$ cat config.mk
export PLATFORM = sky130hd
export DESIGN_NAME = frac_mac_unit
export DESIGN_NICKNAME = d
export VERILOG_FILES = /design/src/rtl/frac_mac_pkg.sv /design/src/rtl/frac_mac_ctrl.sv /design/src/rtl/frac_mac_datapath.sv /design/src/rtl/frac_mac_sat.sv /design/src/rtl/frac_mac_unit.sv
export SDC_FILE = /design/constraint.sdc
export NUM_CORES = 2
export LEC_CHECK = 0
export BUFFER_PORTS_ARGS = -buffer_cell sky130_fd_sc_hd__buf_2
export CORE_MARGIN = 2
export CORE_UTILIZATION = 65
export CTS_BUF_LIST = sky130_fd_sc_hd__clkbuf_2
export DETAILED_ROUTE_END_ITERATION = 10
export GPL_TIMING_DRIVEN = 0
export PLACE_DENSITY_LB_ADDON = 0.08
export SYNTH_ARGS = -nofsm -noshare
export SYNTH_HDL_FRONTEND = slang
export SYNTH_SLANG_ARGS = --single-unit
$ cat constraint.sdc
create_clock -name clk -period 15.4 [get_ports clk]
set_clock_uncertainty 0.2 [all_clocks]
set_input_delay 3.08 -clock clk [delete_from_list [all_inputs] [get_ports clk]]
set_output_delay 3.08 -clock clk [all_outputs]
set_load 0.05 [all_outputs]
$ cat src/rtl/frac_mac_pkg.sv
package frac_mac_pkg;

  typedef enum logic [2:0] {
    K_MUL  = 3'd0,
    K_RND  = 3'd1,
    K_ADD  = 3'd2,
    K_SUB  = 3'd3,
    K_NEG  = 3'd4,
    K_ABS  = 3'd5,
    K_DIV  = 3'd6,
    K_NORM = 3'd7
  } kind_e;

  typedef struct packed {
    logic  write;
    kind_e kind;
    logic  accum;
    logic  round;
  } strobe_t;

  localparam logic [3:0] OP_MPY  = 4'd1;
  localparam logic [3:0] OP_MPYR = 4'd2;
  localparam logic [3:0] OP_MAC  = 4'd3;
  localparam logic [3:0] OP_MACR = 4'd4;
  localparam logic [3:0] OP_RND  = 4'd5;
  localparam logic [3:0] OP_ADD  = 4'd6;
  localparam logic [3:0] OP_SUB  = 4'd7;
  localparam logic [3:0] OP_NEG  = 4'd8;
  localparam logic [3:0] OP_ABS  = 4'd9;
  localparam logic [3:0] OP_DIV  = 4'd10;
  localparam logic [3:0] OP_NORM = 4'd11;

endpackage

$ cat src/rtl/frac_mac_ctrl.sv
module frac_mac_ctrl
  import frac_mac_pkg::*;
(
  input  logic       opValid,
  input  logic [3:0] opCode,
  output strobe_t    strb
);

  always_comb begin
    strb       = '0;
    strb.kind  = K_MUL;
    if (opValid) begin
      strb.write = 1'b1;
      case (opCode)
        OP_MPY:  strb.kind = K_MUL;
        OP_MPYR: begin strb.kind = K_MUL; strb.round = 1'b1; end
        OP_MAC:  begin strb.kind = K_MUL; strb.accum = 1'b1; end
        OP_MACR: begin strb.kind = K_MUL; strb.accum = 1'b1; strb.round = 1'b1; end
        OP_RND:  begin strb.kind = K_RND; strb.round = 1'b1; end
        OP_ADD:  strb.kind = K_ADD;
        OP_SUB:  strb.kind = K_SUB;
        OP_NEG:  strb.kind = K_NEG;
        OP_ABS:  strb.kind = K_ABS;
        OP_DIV:  strb.kind = K_DIV;
        OP_NORM: strb.kind = K_NORM;
        default: strb.write = 1'b0;
      endcase
    end
  end

endmodule

$ cat src/rtl/frac_mac_datapath.sv
module frac_mac_datapath
  import frac_mac_pkg::*;
#(
  parameter int DATA_W  = 16,
  parameter int GUARD_W = 8,
  parameter int CNT_W   = 6,
  localparam int PROD_W = 2 * DATA_W,
  localparam int ACC_W  = PROD_W + GUARD_W
) (
  input  logic                      clk,
  input  logic                      rstN,
  input  strobe_t                   strb,
  input  logic [1:0]                srcSelA,
  input  logic [1:0]                srcSelB,
  input  logic                      dstSel,
  input  logic                      ldEn,
  input  logic [1:0]                ldSel,
  input  logic [DATA_W-1:0]         ldData,
  output logic [1:0][ACC_W-1:0]     accQ,
  output logic [CNT_W-1:0]          normCnt
);

  localparam logic [DATA_W-1:0] MIN_FRAC = {1'b1, {(DATA_W-1){1'b0}}};
  localparam logic [PROD_W-1:0] MAX_PROD = {1'b0, {(PROD_W-1){1'b1}}};
  localparam logic [ACC_W-1:0]  RND_HALF = ACC_W'(1) << (DATA_W - 1);
  localparam logic [ACC_W-1:0]  RND_MASK = {{(ACC_W-DATA_W){1'b1}}, {DATA_W{1'b0}}};

  logic [3:0][DATA_W-1:0] opReg;
  logic [DATA_W-1:0]      opA, opB;
  logic [PROD_W-1:0]      opAx, opBx, prodRaw, prodSh;
  logic [ACC_W-1:0]       prodExt, divExt, accCur, accOth, shifted, sumVal, resVal;
  logic                   qBit, normDo;

  // operand selection and fractional product
  assign opA     = opReg[srcSelA];
  assign opB     = opReg[srcSelB];
  assign opAx    = {{DATA_W{opA[DATA_W-1]}}, opA};
  assign opBx    = {{DATA_W{opB[DATA_W-1]}}, opB};
  assign prodRaw = opAx * opBx;
  assign prodSh  = (opA == MIN_FRAC && opB == MIN_FRAC) ? MAX_PROD : (prodRaw << 1);
  assign prodExt = {{GUARD_W{prodSh[PROD_W-1]}}, prodSh};
  assign divExt  = {{GUARD_W{opA[DATA_W-1]}}, opA, {DATA_W{1'b0}}};

  assign accCur  = accQ[dstSel];
  assign accOth  = accQ[~dstSel];

  // adder and post-adder stage
  always_comb begin
    qBit    = ~(accCur[ACC_W-1] ^ opA[DATA_W-1]);
    shifted = {accCur[ACC_W-2:0], qBit};
    normDo  = (accCur[PROD_W-1] == accCur[PROD_W-2]);
    case (strb.kind)
      K_MUL:   sumVal = strb.accum ? accCur + prodExt : prodExt;
      K_RND:   sumVal = accCur;
      K_ADD:   sumVal = accCur + accOth;
      K_SUB:   sumVal = accCur - accOth;
      K_NEG:   sumVal = -accCur;
      K_ABS:   sumVal = accCur[ACC_W-1] ? -accCur : accCur;
      K_DIV:   sumVal = qBit ? shifted - divExt : shifted + divExt;
      K_NORM:  sumVal = normDo ? {accCur[ACC_W-2:0], 1'b0} : accCur;
      default: sumVal = accCur;
    endcase
    resVal = strb.round ? ((sumVal + RND_HALF) & RND_MASK) : sumVal;
  end

  always_ff @(posedge clk) begin
    if (!rstN) begin
      opReg   <= '0;
      accQ    <= '0;
      normCnt <= '0;
    end else begin
      if (ldEn) opReg[ldSel] <= ldData;
      if (strb.write) begin
        accQ[dstSel] <= resVal;
        if (strb.kind == K_NORM && normDo) normCnt <= normCnt - 1'b1;
      end
    end
  end

  AST_ACC_A_HOLD: assert property (@(posedge clk) disable iff (!rstN)
    !(strb.write && !dstSel) |=> $stable(accQ[0]));
  AST_ACC_B_HOLD: assert property (@(posedge clk) disable iff (!rstN)
    !(strb.write && dstSel) |=> $stable(accQ[1]));
  AST_MIN_SQUARE: assert property (@(posedge clk) disable iff (!rstN)
    (strb.write && strb.kind == K_MUL && !strb.accum && !strb.round &&
     opA == MIN_FRAC && opB == MIN_FRAC)
    |=> accQ[$past(dstSel)] == {{GUARD_W{1'b0}}, MAX_PROD});
  AST_ROUND_CLEAR: assert property (@(posedge clk) disable iff (!rstN)
    (strb.write && strb.round) |=> accQ[$past(dstSel)][DATA_W-1:0] == '0);
  AST_COUNT_HOLD: assert property (@(posedge clk) disable iff (!rstN)
    !(strb.write && strb.kind == K_NORM) |=> $stable(normCnt));

endmodule

$ cat src/rtl/frac_mac_sat.sv
module frac_mac_sat #(
  parameter int DATA_W  = 16,
  parameter int GUARD_W = 8,
  localparam int PROD_W = 2 * DATA_W,
  localparam int ACC_W  = PROD_W + GUARD_W
) (
  input  logic [ACC_W-1:0]  accIn,
  output logic [DATA_W-1:0] busOut
);

  logic inRange;

  assign inRange = (&accIn[ACC_W-1:PROD_W-1]) | ~(|accIn[ACC_W-1:PROD_W-1]);
  assign busOut  = inRange ? accIn[PROD_W-1:DATA_W]
                           : {accIn[ACC_W-1], {(DATA_W-1){~accIn[ACC_W-1]}}};

endmodule

$ cat src/rtl/frac_mac_unit.sv
module frac_mac_unit
  import frac_mac_pkg::*;
#(
  parameter int DATA_W  = 16,
  parameter int GUARD_W = 8,
  parameter int CNT_W   = 6
) (
  input  logic              clk,
  input  logic              rstN,
  input  logic              opValid,
  input  logic [3:0]        opCode,
  input  logic [1:0]        srcSelA,
  input  logic [1:0]        srcSelB,
  input  logic              dstSel,
  input  logic              ldEn,
  input  logic [1:0]        ldSel,
  input  logic [DATA_W-1:0] ldData,
  output logic [DATA_W-1:0] busA,
  output logic [DATA_W-1:0] busB,
  output logic [CNT_W-1:0]  normCount
);

  localparam int ACC_W = 2 * DATA_W + GUARD_W;

  strobe_t                  strb;
  logic [1:0][ACC_W-1:0]    accQ;
  logic [1:0][DATA_W-1:0]   busQ;

  frac_mac_ctrl u_ctrl (
    .opValid (opValid),
    .opCode  (opCode),
    .strb    (strb)
  );

  frac_mac_datapath #(
    .DATA_W  (DATA_W),
    .GUARD_W (GUARD_W),
    .CNT_W   (CNT_W)
  ) u_dp (
    .clk     (clk),
    .rstN    (rstN),
    .strb    (strb),
    .srcSelA (srcSelA),
    .srcSelB (srcSelB),
    .dstSel  (dstSel),
    .ldEn    (ldEn),
    .ldSel   (ldSel),
    .ldData  (ldData),
    .accQ    (accQ),
    .normCnt (normCount)
  );

  for (genvar g = 0; g < 2; g++) begin : g_read
    frac_mac_sat #(
      .DATA_W  (DATA_W),
      .GUARD_W (GUARD_W)
    ) u_sat (
      .accIn  (accQ[g]),
      .busOut (busQ[g])
    );
  end

  assign busA = busQ[0];
  assign busB = busQ[1];

endmodule

==> flow_summary.toml <==
[run_status]
outcome = "finished, final reports clean"

[worst_setup_path]
crit_path_end_kind = "register"
r2r_start = "u_dp.opReg[15]"
crit_family = "adder cells"
cpPeakStageDelay_ps = 620
crit_path_start_kind = "input pin"
r2r_setup_slack_ps = 2990
crit_fanout = 10
crit_type = "in -> reg"
critPathSlowestCell = "or4_1"
r2r-end = "u_dp.accQ[39]"
crit_buf_inv = 10
crit_required_ps = 16180
reg2reg_depth = 37
crit_arrival_ps = 15880
critPathMostFrequentCell = "fa_1"

[final_layout]
final-instance-count-excl-fill = 4305
drive_gt1_share_pct = 6.68
final_cell_area_mm2 = 0.0293
final_util_pct = 68.4
final_common_cell = "nand2_1"
fin_nets = 4218
nFillCells = 3567
final_cell_mix = "nand2_1, inv_1, nor2_1, a21oi_1, fa_1"
syn_to_final_growth_pct = 4.57

[global_route]
grt_start_max_net_pins = 17
grt_pass1_vias = 28400
grt_pass1_wl_um = 160000
grt_remaining_overflow = 0
track_usage_pct = 47.0
antenna_found_initial = 2

[sta]
finalSetupViolCount = 0
whs_ps = 297
fin_crit_ps = 15100
hold_viol_final = 0
maxSlewHeadroom_pct = 10.6
worst_slew_pin_slew_ps = 1300
slew_violations = 0
setup_ws_ps = 298
rsz0062_at_grt = "false"
max_freq_mhz = 66.2
finalCritPeriodShare_pct = 98.1
setup-tns-final_ps = 0

[run]
maxCapViolations = 0

[detailed_routing]
wire_per_inst_um = 24.6
drt_wl_total_um = 106000
vias = 29400
drc = 0
ant_nets = 0
viasPerCell = 6.84
drtIter0Drc = 3744
first_pass_iters = 8

[clocking]
cts_buffer_depth = 2
cts_max_level = 4
cts_tree = "done"
clk_pin_slew_ps = 280
cts_hold_buf = 0
clock_sinks = 150
root_buffer = "clkbuf_2"
insertion_delay_ps = 1060
cts_buffers = 17

[place]
hpwl_um = 85500
dp.cells = 4272
port_buffers = 65
pre_cts_ws_ps = -964
gp_congestion = 1.05
placed_area_mm2 = 0.0290

[die]
coreArea_mm2 = 0.0428
die_area_mm2 = 0.0447
die_h_um = 212
initial_core_util_pct = 65.4
fp.dieW_um = 212
rows = 76
io_pins = 69

[synth]
synth_flop_cell = "dfxtp_1"
synth.avg_cell_area_um2 = 7.65
synth_nets = 4134
ys_ff_latch = 150
netlist_instances = 3660
synth_cell_types = 90
synth_edf_count = 0
synthArstFlopShare_pct = 0
synth_seq_area_share_pct = 10.7
synth_area_mm2 = 0.0280
ys_warn_count = 0

[power_and_ir_drop]
ir_drop_v = 0.0000775
p_leak_nw = 13.1
power_density_mw_per_mm2 = 60.0
p_total_mw = 1.76

[hold_path]
whs_endpoint = "u_dp.opReg[58]"
hold_path_startpoint = "u_dp.opReg[58]"
hold_class = "reg -> reg"
min_path_cells = 2
## timing repair
action	CTS	global route
setup endpoints to repair	0	24
setup buffers	0	0
gates resized for setup	0	11
## Yosys cell counts, types with 83 or more instances
master	n	area share, %
a21oi_1	308	5.5
clkbuf_1	154	2.1
dfxtp_1	150	11
fa_1	259	19
ha_1	184	8.2
inv_1	340	4.6
mux2i_1	94	3.4
nand2_1	516	6.9
nor2_1	331	4.4
nor3_1	89	1.6
o21ai_0	148	2.6
xnor2_1	127	4.0
xor2_1	83	2.6
## how the worst max path moves through the flow
| stage | endpoint | from | depth (start not counted) |
|---|---|---|---|
| floorplan | u_dp.accQ[39] | srcSelA[0] | 40 |
| detailed placement | u_dp.accQ[79] | srcSelA[0] | 41 |
| global placement | u_dp.accQ[79] | srcSelA[0] | 41 |
| global route | u_dp.accQ[39] | srcSelB[1] | 41 |
| CTS | u_dp.accQ[39] | srcSelA[0] | 41 |
| finish | u_dp.accQ[39] | srcSelB[1] | 41 |
## cell families (layout without fill, tap and decap cells)
family                   count (synthesis)  after routing  synth area share, %
XOR/XNOR                               210            210                 6.57
flip-flops                             150            150                 10.7
AND/OR/NAND/NOR                       1283           1283                 21.1
multiplexers                           169            169                 7.60
other                                    0              2                    0
AO/OA/AOI/OAI                          863            863                 19.8
adder cells (fa/ha/maj)                443            443                 26.7
buffers and inverters                  542            639                 7.42
## power by group
part,leakage (nW),switching [mW],internal (mW)
sequential,1.22,0.0254,0.406
clock,0.140,0.175,0.0775
combinational,11.8,0.723,0.351
## metal layers
layer	vias to the layer above	GRT usage [%]	part of all wire [%]
met2	2173	74.5	44
met4	0	34.7	8.6
met5	-	0	0
li1	12900	-	-
met3	538	9.41	11
met1	13900	56.9	37
## registers in the layout, indices dropped and copies added, names as in the netlist
| register | count |
|---|---|
| u_dp.accQ | 80 |
| u_dp.opReg | 64 |
| u_dp.normCnt | 6 |
## final cells by class
type / instances / area [µm²] / area share, %
multi-input combinational: 2968 / 22900 / 78.3
sequential: 150 / 3000 / 10.3
inverter: 346 / 1300 / 4.44
buffer: 195 / 779 / 2.66
tap: 546 / 683 / 2.33
timing repair buffer: 66 / 335 / 1.15
clock inverter: 14 / 150 / 0.513
clock buffer: 18 / 90.1 / 0.308
antenna: 2 / 5.00 / 0.0171
## worst register-to-register path, delay by kind of cell (launching register included)
family	cells	cell delay, ps
buf+inv	7	1650
flops	1	390
xor+xnor	1	340
simple gates	11	3380
fa+ha+maj	8	3880
compound gates	9	1950
mux	1	570
(Power assumes the default switching activity.)
